<file path="src/rtl/atx_fifo_pkg.sv">
package atx_fifo_pkg;
    // status word bit positions (software decodes these)
    localparam int ST_LOW_BIT   = 0;
    localparam int ST_UNDER_BIT = 1;
    localparam int ST_W         = 2;
endpackage

</file>
<file path="src/rtl/atx_fifo_mem.sv">
module atx_fifo_mem #(
    parameter int DEPTH = 32,
    parameter int DW    = 32,
    localparam int AW   = $clog2(DEPTH)
) (
    input  logic          clk,
    input  logic          we,
    input  logic [AW-1:0] waddr,
    input  logic [DW-1:0] wdata,
    input  logic [AW-1:0] raddr,
    output logic [DW-1:0] rdata
);
    logic [DW-1:0] cells_q [DEPTH];

    always_ff @(posedge clk) begin
        if (we) begin
            cells_q[waddr] <= wdata;
        end
    end

    assign rdata = cells_q[raddr];
endmodule

</file>
<file path="src/rtl/atx_fifo_ctrl.sv">
module atx_fifo_ctrl #(
    parameter int DEPTH = 32,
    localparam int AW   = $clog2(DEPTH),
    localparam int LW   = $clog2(DEPTH + 1)
) (
    input  logic          clk,
    input  logic          rst_n,
    input  logic          wr_en,
    input  logic          rd_req,
    input  logic          flush_set,
    input  logic          under_clr,
    output logic          mem_we,
    output logic [AW-1:0] mem_waddr,
    output logic [AW-1:0] mem_raddr,
    output logic          pop,
    output logic [LW-1:0] level,
    output logic          flush_busy,
    output logic          under_flag
);
    typedef struct packed {
        logic [AW-1:0] wp;
        logic [AW-1:0] rp;
        logic [LW-1:0] lvl;
        logic          flush;
        logic          under;
    } ctrl_t;

    localparam logic [LW-1:0] FULL_LVL = LW'(DEPTH);
    localparam logic [AW-1:0] LAST_PTR = AW'(DEPTH - 1);

    ctrl_t st_d, st_q;
    logic  push;

    always_comb begin
        st_d = st_q;
        push = 1'b0;
        pop  = 1'b0;
        if (st_q.flush) begin
            st_d.wp    = '0;
            st_d.rp    = '0;
            st_d.lvl   = '0;
            st_d.flush = flush_set;
        end else begin
            push = wr_en && (st_q.lvl != FULL_LVL);
            pop  = rd_req && (st_q.lvl != '0);
            if (push) begin
                st_d.wp = (st_q.wp == LAST_PTR) ? '0 : st_q.wp + 1'b1;
            end
            if (pop) begin
                st_d.rp = (st_q.rp == LAST_PTR) ? '0 : st_q.rp + 1'b1;
            end
            if (push && !pop) begin
                st_d.lvl = st_q.lvl + 1'b1;
            end else if (pop && !push) begin
                st_d.lvl = st_q.lvl - 1'b1;
            end
            if (flush_set) begin
                st_d.flush = 1'b1;
            end
        end
        if (under_clr) begin
            st_d.under = 1'b0;
        end
        // an empty read wins over a simultaneous clear
        if (!st_q.flush && rd_req && (st_q.lvl == '0)) begin
            st_d.under = 1'b1;
        end
    end

    always_ff @(posedge clk) begin
        if (!rst_n) begin
            st_q <= '0;
        end else begin
            st_q <= st_d;
        end
    end

    assign mem_we     = push;
    assign mem_waddr  = st_q.wp;
    assign mem_raddr  = st_q.rp;
    assign level      = st_q.lvl;
    assign flush_busy = st_q.flush;
    assign under_flag = st_q.under;
endmodule

</file>
<file path="src/rtl/atx_fifo_irq.sv">
module atx_fifo_irq
    import atx_fifo_pkg::*;
#(
    parameter int LW = 6,
    parameter int TW = 5
) (
    input  logic [LW-1:0]   level,
    input  logic [TW-1:0]   thresh,
    input  logic            under_flag,
    input  logic [ST_W-1:0] enables,
    output logic [ST_W-1:0] status,
    output logic            irq
);
    logic [ST_W-1:0] masked;

    always_comb begin
        status               = '0;
        status[ST_LOW_BIT]   = (level <= LW'(thresh));
        status[ST_UNDER_BIT] = under_flag;
    end

    for (genvar b = 0; b < ST_W; b++) begin : g_mask
        assign masked[b] = status[b] & enables[b];
    end

    assign irq = |masked;
endmodule

</file>
<file path="src/rtl/atx_fifo_top.sv">
module atx_fifo_top
    import atx_fifo_pkg::*;
#(
    parameter int DEPTH = 32,
    parameter int DW    = 32,
    localparam int AW   = $clog2(DEPTH),
    localparam int LW   = $clog2(DEPTH + 1)
) (
    input  logic            clk,
    input  logic            rst_n,
    input  logic            wr_en,
    input  logic [DW-1:0]   wr_data,
    input  logic            rd_req,
    output logic [DW-1:0]   rd_data,
    output logic            rd_valid,
    input  logic [AW-1:0]   thresh,
    input  logic            low_ie,
    input  logic            under_ie,
    input  logic            under_clr,
    input  logic            flush_set,
    output logic            flush_busy,
    output logic [LW-1:0]   level,
    output logic [ST_W-1:0] status,
    output logic            irq
);
    typedef struct packed {
        logic          valid;
        logic [DW-1:0] data;
    } rdout_t;

    logic          mem_we, pop, under_flag;
    logic [AW-1:0] mem_waddr, mem_raddr;
    logic [DW-1:0] mem_rdata;
    logic [ST_W-1:0] enables;
    rdout_t        out_d, out_q;

    atx_fifo_ctrl #(.DEPTH(DEPTH)) ctrl_i (
        .clk(clk), .rst_n(rst_n), .wr_en(wr_en), .rd_req(rd_req),
        .flush_set(flush_set), .under_clr(under_clr),
        .mem_we(mem_we), .mem_waddr(mem_waddr), .mem_raddr(mem_raddr),
        .pop(pop), .level(level), .flush_busy(flush_busy),
        .under_flag(under_flag)
    );

    atx_fifo_mem #(.DEPTH(DEPTH), .DW(DW)) mem_i (
        .clk(clk), .we(mem_we), .waddr(mem_waddr), .wdata(wr_data),
        .raddr(mem_raddr), .rdata(mem_rdata)
    );

    always_comb begin
        enables               = '0;
        enables[ST_LOW_BIT]   = low_ie;
        enables[ST_UNDER_BIT] = under_ie;
    end

    atx_fifo_irq #(.LW(LW), .TW(AW)) irq_i (
        .level(level), .thresh(thresh), .under_flag(under_flag),
        .enables(enables), .status(status), .irq(irq)
    );

    always_comb begin
        out_d.valid = pop;
        out_d.data  = pop ? mem_rdata : '0;
    end

    always_ff @(posedge clk) begin
        if (!rst_n) begin
            out_q <= '0;
        end else begin
            out_q <= out_d;
        end
    end

    assign rd_data  = out_q.data;
    assign rd_valid = out_q.valid;
endmodule

</file>
<file path="config.mk">
export PLATFORM = sky130hd
export DESIGN_NAME = atx_fifo_top
export DESIGN_NICKNAME = d
export VERILOG_FILES = /design/src/rtl/atx_fifo_pkg.sv /design/src/rtl/atx_fifo_mem.sv /design/src/rtl/atx_fifo_ctrl.sv /design/src/rtl/atx_fifo_irq.sv /design/src/rtl/atx_fifo_top.sv
export SDC_FILE = /design/constraint.sdc
export NUM_CORES = 1
export LEC_CHECK = 0
export ABC_AREA = 1
export BUFFER_PORTS_ARGS = -buffer_cell sky130_fd_sc_hd__buf_2
export CAP_MARGIN = 20
export CELL_PAD_IN_SITES_DETAIL_PLACEMENT = 0
export CELL_PAD_IN_SITES_GLOBAL_PLACEMENT = 1
export CORE_MARGIN = 2
export CORE_UTILIZATION = 51
export CTS_CLUSTER_DIAMETER = 150
export CTS_CLUSTER_SIZE = 28
export DETAILED_ROUTE_END_ITERATION = 6
export GPL_ROUTABILITY_DRIVEN = 0
export PLACE_DENSITY_LB_ADDON = 0.1
export SYNTH_ARGS = -nofsm -noshare
export SYNTH_HDL_FRONTEND = slang
export SYNTH_SLANG_ARGS = --single-unit
</file>
<file path="constraint.sdc">
create_clock -name clk -period 4.17 [get_ports clk]
set_clock_uncertainty 0.15 [all_clocks]
set_input_delay 0.2085 -clock clk [delete_from_list [all_inputs] [get_ports clk]]
set_output_delay 0.2085 -clock clk [all_outputs]
set_load 0.05 [all_outputs]
</file>
==> impl_results.md, run 1 <==
- Status: finished, final reports clean
- Main synth FF type: edfxtp_1
- Final setup violation count: 0
- Unrepaired setup endpoints after global routing: no
- Mapped cell area: 0.0449 mm^2
- Crit Path Max Fanout: 72
- Min Hold Slack: 23.8 ps
- Hold Crit Class: in2reg
- Ports: 88
- Slew @ Worst Pin: 1040 ps
- Area grow syn2layout: 7.34%
- Layout cells sized above 1: 0.0632
- CP peak stage delay: 740 ps
- Core Util, Final: 0.553
- FF+latch count, synth: 1075
- Chip Width: 301 um
- Max Clk Rate: 291 MHz
- Overall via count from detail_route: 28900
- Largest delay share family, worst path: buffers and inverters
- Register area share after synthesis: 0.708
- Max H-tree Level: 2
- Final wirelength: 123000 um
- Crit path time final: 3440 ps
- Post CTS Setup Buffer Count: 0
- Area of the multi-input gates: 0.0106 mm^2
- Setup Crit Path Kind: reg2reg
- Core area: 0.0870 mm^2
- Pins Over Slew Limit: 0
- Slowest CP cell: dfxtp_4
- Reg area: 0.0318 mm^2
- Yosys cell types: 31
- Die height: 301 um
- Vias in the first global route: 27600
- Critical Path RT: 4540 ps
- DR pass1 iterations: 5
- Vias per inst: 5.43
- Crit-path cells: buf_4, ha_1, o21ai_0, dlygate4sd3_1, a21oi_1, dlygate4sd3_1
- Initial DRC count: 3177
- Pre-CTS setup slack: 1010 ps
- Startpoint Class: register
- CTS tree: built
- Total grt overflow: 0
- Die area: 0.0904 mm^2
- Final-layout fill cell count: 7502
- Crit end category: register
- First-pass GRT wire length: 182000 um
- Pin count of the biggest net entering global routing: 161
- Max_cap viols: 0
- Critical path buffers and inverters: 3
- Final nets: 4195
- Syn Inst Count: 4123
- Worst Path Arrival: 3810 ps
- Reg clk slew, reported paths: 110 ps
- CTS Sinks: 1075
- GRT Overall Usage: 0.274
- Fin. Hold Viols: 0
- Post-Syn Nets: 4186
- Most frequent cells in the layout: nand2_1 (1260), edfxtp_1 (1024), nand3_1 (525), inv_1 (389), nor2_1 (352)
- Commonest non-fill, non-tap cell in the layout: nand2_1
- Rel. slew slack: 0.299
- Drt wl/cell: 23.2 um
- Clock Tree Root: clkbuf_16
- Final ANT Viol Nets: 0
- I/O Buffers: 87
- Period utilisation layout: 0.825
- Yosys warns: 0
- Leakage: 18.7 nW
- Syn avg cell area: 10.9 um^2
- Hpwl dp: 71000 um
- Core Rows: 108
- Fin Setup TNS: 0 ps
- Worst setup margin: 729 ps
- Number of flops mapped to enable cells by yosys: 1024
- Worst path most repeated cell: dlygate4sd3_1
- Peak supply drop: 0.344 mV
- Clock tree buffer depth: 3
- CTS buffer count: 44
- Initial antenna violation count: 3
- Clk_lat worst skew: 620 ps
- Cell area power density: 489 mW/mm^2
- # DRC: 0
- Initial core utilization: 0.516
- Post-synthesis async set-or-reset flop share: 0
-- power by group --
| group | leakage, nW | switching (mW) | internal [mW] |
|---|---|---|---|
| Clock | 0.602 | 3.22 | 2.08 |
| Sequential | 9.64 | 0.208 | 12.0 |
| Combinational | 8.48 | 4.38 | 1.63 |
| Total | 18.7 | 7.82 | 15.7 |
-- metrics by stage --
| step | instances | area (um^2) | total power [mW] |
|---|---|---|---|
| finish | 5321 | 48200 | 23.5 |
| global route | 5320 | 48200 | 24.7 |
| CTS | 5319 | 48100 | 23.7 |
| detailed placement | 5225 | 46700 | 18.5 |
| global placement | 5225 | 46700 | 18.4 |
| floorplan | 4123 | 44900 | 16.6 |
-- flip-flops by register name (all words and copies together) (netlist names) --
signal             flops
mem_i.cells_q       1024
rd_data               32
ctrl_i.level           6
ctrl_i.mem_raddr       5
ctrl_i.mem_waddr       5
ctrl_i.flush_busy      1
ctrl_i.under_flag      1
rd_valid               1
-- kinds of logic after synthesis --
| family | Yosys count | share of synthesized area |
|---|---|---|
| AOI/OAI and AO/OA | 229 | 0.0272 |
| xor gates and xnor gates | 5 | 0.000976 |
| adders and majority gates | 18 | 0.00519 |
| buffers and inverters | 617 | 0.0608 |
| DFF | 1075 | 0.708 |
| and+or+nand+nor | 2179 | 0.198 |
-- routing by layer --
metal | share of wire | vias up | track usage
met3 | 0.070 | 133 | 0.0400
met4 | 0.028 | 2 | 0.0758
met5 | 0.000089 | - | 0
met1 | 0.45 | 14100 | 0.401
met2 | 0.46 | 910 | 0.432
li1 | - | 13700 | -
-- repair_timing --
item,4_1_cts,5_1_grt
gates resized for setup,0,0
hold buffers,16,0
hold endpoints to repair,227,0
-- cell type report --
type | count | share of cell area
sequential | 1075 | 0.660
multi-input combinational | 2431 | 0.220
timing repair buffer | 186 | 0.0318
inverter | 394 | 0.0314
tap | 1155 | 0.0300
clock buffer | 77 | 0.0259
clock inverter | 1 | 0.000416
antenna | 2 | 0.000104
-- Yosys cell counts, types with 2 or more instances --
cell	n	area share
dfxtp_1	51	0.023
buf_6	35	0.0088
or2_2	2	0.00028
nor2_2	2	0.00028
inv_1	391	0.033
o21ai_1	40	0.0045
nand2_1	1260	0.11
o21ai_0	129	0.014
clkbuf_1	55	0.0046
o211ai_1	28	0.0047
nand3_1	525	0.059
a21oi_1	30	0.0033
nand3b_1	2	0.00033
edfxtp_1	1024	0.69
buf_8	2	0.00067
nand4_1	2	0.00028
xor2_1	4	0.00078
buf_4	5	0.00084
ha_1	17	0.0047
buf_1	42	0.0035
buf_2	83	0.0093
nor2_1	384	0.032
inv_2	2	0.00017
-- worst register-to-register path, cell delays in order, from the launching register on --
cell and delay, ps:
dfxtp_4 740, buf_4 730, ha_1 380, o21ai_0 160
dlygate4sd3_1 570, a21oi_1 40, dlygate4sd3_1 590
-- final timing paths --
path                                              end                 from  cells after the start  slack [ps]
worst min register to register    ctrl_i.mem_waddr[0]  ctrl_i.mem_waddr[0]                      2         390
worst max register to register    ctrl_i.mem_raddr[1]  ctrl_i.mem_raddr[0]                      6         730
worst max-delay path              ctrl_i.mem_raddr[1]  ctrl_i.mem_raddr[0]                      6         730
worst min-delay path            mem_i.cells_q[30][23]          wr_data[23]                      1          20
Power figures use the tool's default switching activity.
==> run 2: changes to the inputs <==
- clock period: 4.17 -> 3.5 ns (I/O delays scaled with it)
==> impl_results.md, run 2 (same netlist as run 1, synthesis figures left out) <==
- Setup Crit Path Kind: reg2reg
- Critical path buffers and inverters: 2
- Clock Tree Root: clkbuf_16
- Status: finished, final reports clean
- Setup crit start: ctrl_i.level[1]
- Crit-path cells: nor2_1, nand2_1, nor2_1, nand2_1, nand2_1, inv_1, ha_1, inv_1, ha_1, or2_2, nand3b_1, nand2_1, nand2_1, nand2_1, nand2_1, a21oi_1
- Vias per inst: 5.41
- Largest delay share family, worst path: simple AND/OR/NAND/NOR gates
- I/O Buffers: 87
- Startpoint Class: register
- Sequential power share: 0.520
- Clk_lat worst skew: 630 ps
- DR pass1 iterations: 5
- GRT Overall Usage: 0.274
- Sw Pwr: 9.21 mW
- Overall via count from detail_route: 29100
- Max H-tree Level: 2
- Crit path time final: 2810 ps
- Fin Setup TNS: 0 ps
- CTS buffer count: 44
- Largest Register: mem_i.cells_q
- Pwr Total: 28.0 mW
- Die height: 301 um
- Reg clk slew, reported paths: 120 ps
- FF-to-FF setup slack: 690 ps
- Die area: 0.0904 mm^2
- Final wirelength: 124000 um
- Fin. Hold Viols: 0
- Crit Path Max Fanout: 10
- Pin count of the biggest net entering global routing: 178
- Pins Over Slew Limit: 0
- Met1 Use GR: 0.403
- Layout cells sized above 1: 0.0702
- CP peak stage delay: 390 ps
- CTS tree: built
- Unrepaired setup endpoints after global routing: no
- Hold Crit Class: in2reg
- Area grow syn2layout: 8.46%
- Core Rows: 108
- Clock tree buffer depth: 3
- Layer with the highest usage: met2
- # DRC: 0
- Met2 track demand over resource: 0.439
- Slowest CP cell: dfxtp_1
- Initial core utilization: 0.516
- Rel. slew slack: 0.446
- Number of cells on the critical path: 16
- Chip Width: 301 um
- Cell area power density: 576 mW/mm^2
- GRT met3 Usage: 0.0389
- Vias in the first global route: 27100
- Final ANT Viol Nets: 0
- First-pass GRT wire length: 181000 um
- Max Clk Rate: 356 MHz
- Initial antenna violation count: 3
- Hold path depth: 1
- Critical Path RT: 3880 ps
- Reg2Reg Launch Point: ctrl_i.level[1]
- Commonest non-fill, non-tap cell in the layout: nand2_1
- Hold path start: wr_data[1]
- Final nets: 4250
- Worst Reg-to-Reg Cells: 16
- Ports: 88
- P_int: 18.8 mW
- Slew @ Worst Pin: 830 ps
- Final setup violation count: 0
- Max FFs per register: 1024
- Worst Path Arrival: 3190 ps
- Hpwl dp: 69500 um
- Drt wl/cell: 23.0 um
- Hold EP: mem_i.cells_q[20][1]
- Period utilisation layout: 0.803
- Min Hold Slack: 20.7 ps
- Core area: 0.0870 mm^2
- Peak supply drop: 0.447 mV
- Total grt overflow: 0
- Net Sw Frac: 0.329
- Logic pwr share: 0.253
- Clock power frac: 0.227
- Worst path most repeated cell: nand2_1
- Max_cap viols: 0
- Reg2reg end: ctrl_i.level[5]
- Initial DRC count: 2881
- CTS Sinks: 1075
- Crit end category: register
- Leakage: 19.0 nW
- Most frequent cells in the layout: nand2_1 (1260), edfxtp_1 (1024), nand3_1 (525), inv_1 (389), nor2_1 (352)
==> run 2: cell types whose count changed in the layout (fill, tap and decap cells not counted) <==
cell,before,now
buf_12,25,28
diode_2,2,1
dlygate4sd3_1,16,38
buf_4,58,88
==> run 2: worst register-to-register path, cell delays in order, from the launching register on <==
cell,delay [ps]
dfxtp_1,390
nor2_1,120
nand2_1,50
nor2_1,130
nand2_1,70
nand2_1,250
inv_1,150
ha_1,250
inv_1,170
ha_1,300
or2_2,320
nand3b_1,110
nand2_1,60
nand2_1,50
nand2_1,40
nand2_1,50
a21oi_1,50
==> run 2: metrics by stage <==
step                      std cells   util  setup WS (ps)  cell area (um^2)
after floorplan                4123      -           34.4             44900
after CTS                      5374  0.559            662             48700
final                          5375  0.559            690             48700
after detailed placement       5258  0.540            679             47000
after global placement         5258  0.540            648             47000
after global routing           5375  0.559            427             48700
==> run 2: per-layer routing <==
metal | vias to the layer above | routed length, um
met5 | - | 9
met1 | 14200 | 55000
met3 | 119 | 8450
met4 | 2 | 2500
met2 | 944 | 57600
li1 | 13800 | -
==> run 2: how the worst max path moves through the flow <==
stage                           end
2_1_floorplan  mem_i.cells_q[11][0]
3_3_place_gp        ctrl_i.level[3]
3_5_place_dp        ctrl_i.level[5]
4_1_cts             ctrl_i.level[5]
5_1_grt             ctrl_i.level[5]
6_report            ctrl_i.level[5]
==> run 2: layout make-up <==
cell class	count	area, um^2
tap	1155	1450
clock inverter	1	20.0
inverter	394	1510
fill	7482	38400
timing repair buffer	241	2040
clock buffer	77	1250
antenna	1	2.50
sequential	1075	31800
multi-input combinational	2431	10600
==> run 2: power groups by stage <==
stage / logic (mW) / clock network [mW] / registers (mW)
after floorplan: 4.68 / 0 / 15.1
after global placement: 7.07 / 0 / 14.8
after detailed placement: 7.06 / 0 / 14.9
after CTS: 7.13 / 6.47 / 14.6
after global routing: 7.90 / 6.84 / 14.6
final: 7.09 / 6.36 / 14.6
==> run 2: what timing repair did <==
action	CTS	global route
hold buffers	38	0
gates resized for setup	0	0
endpoints found under the hold margin	832	0
buffers inserted	0	0
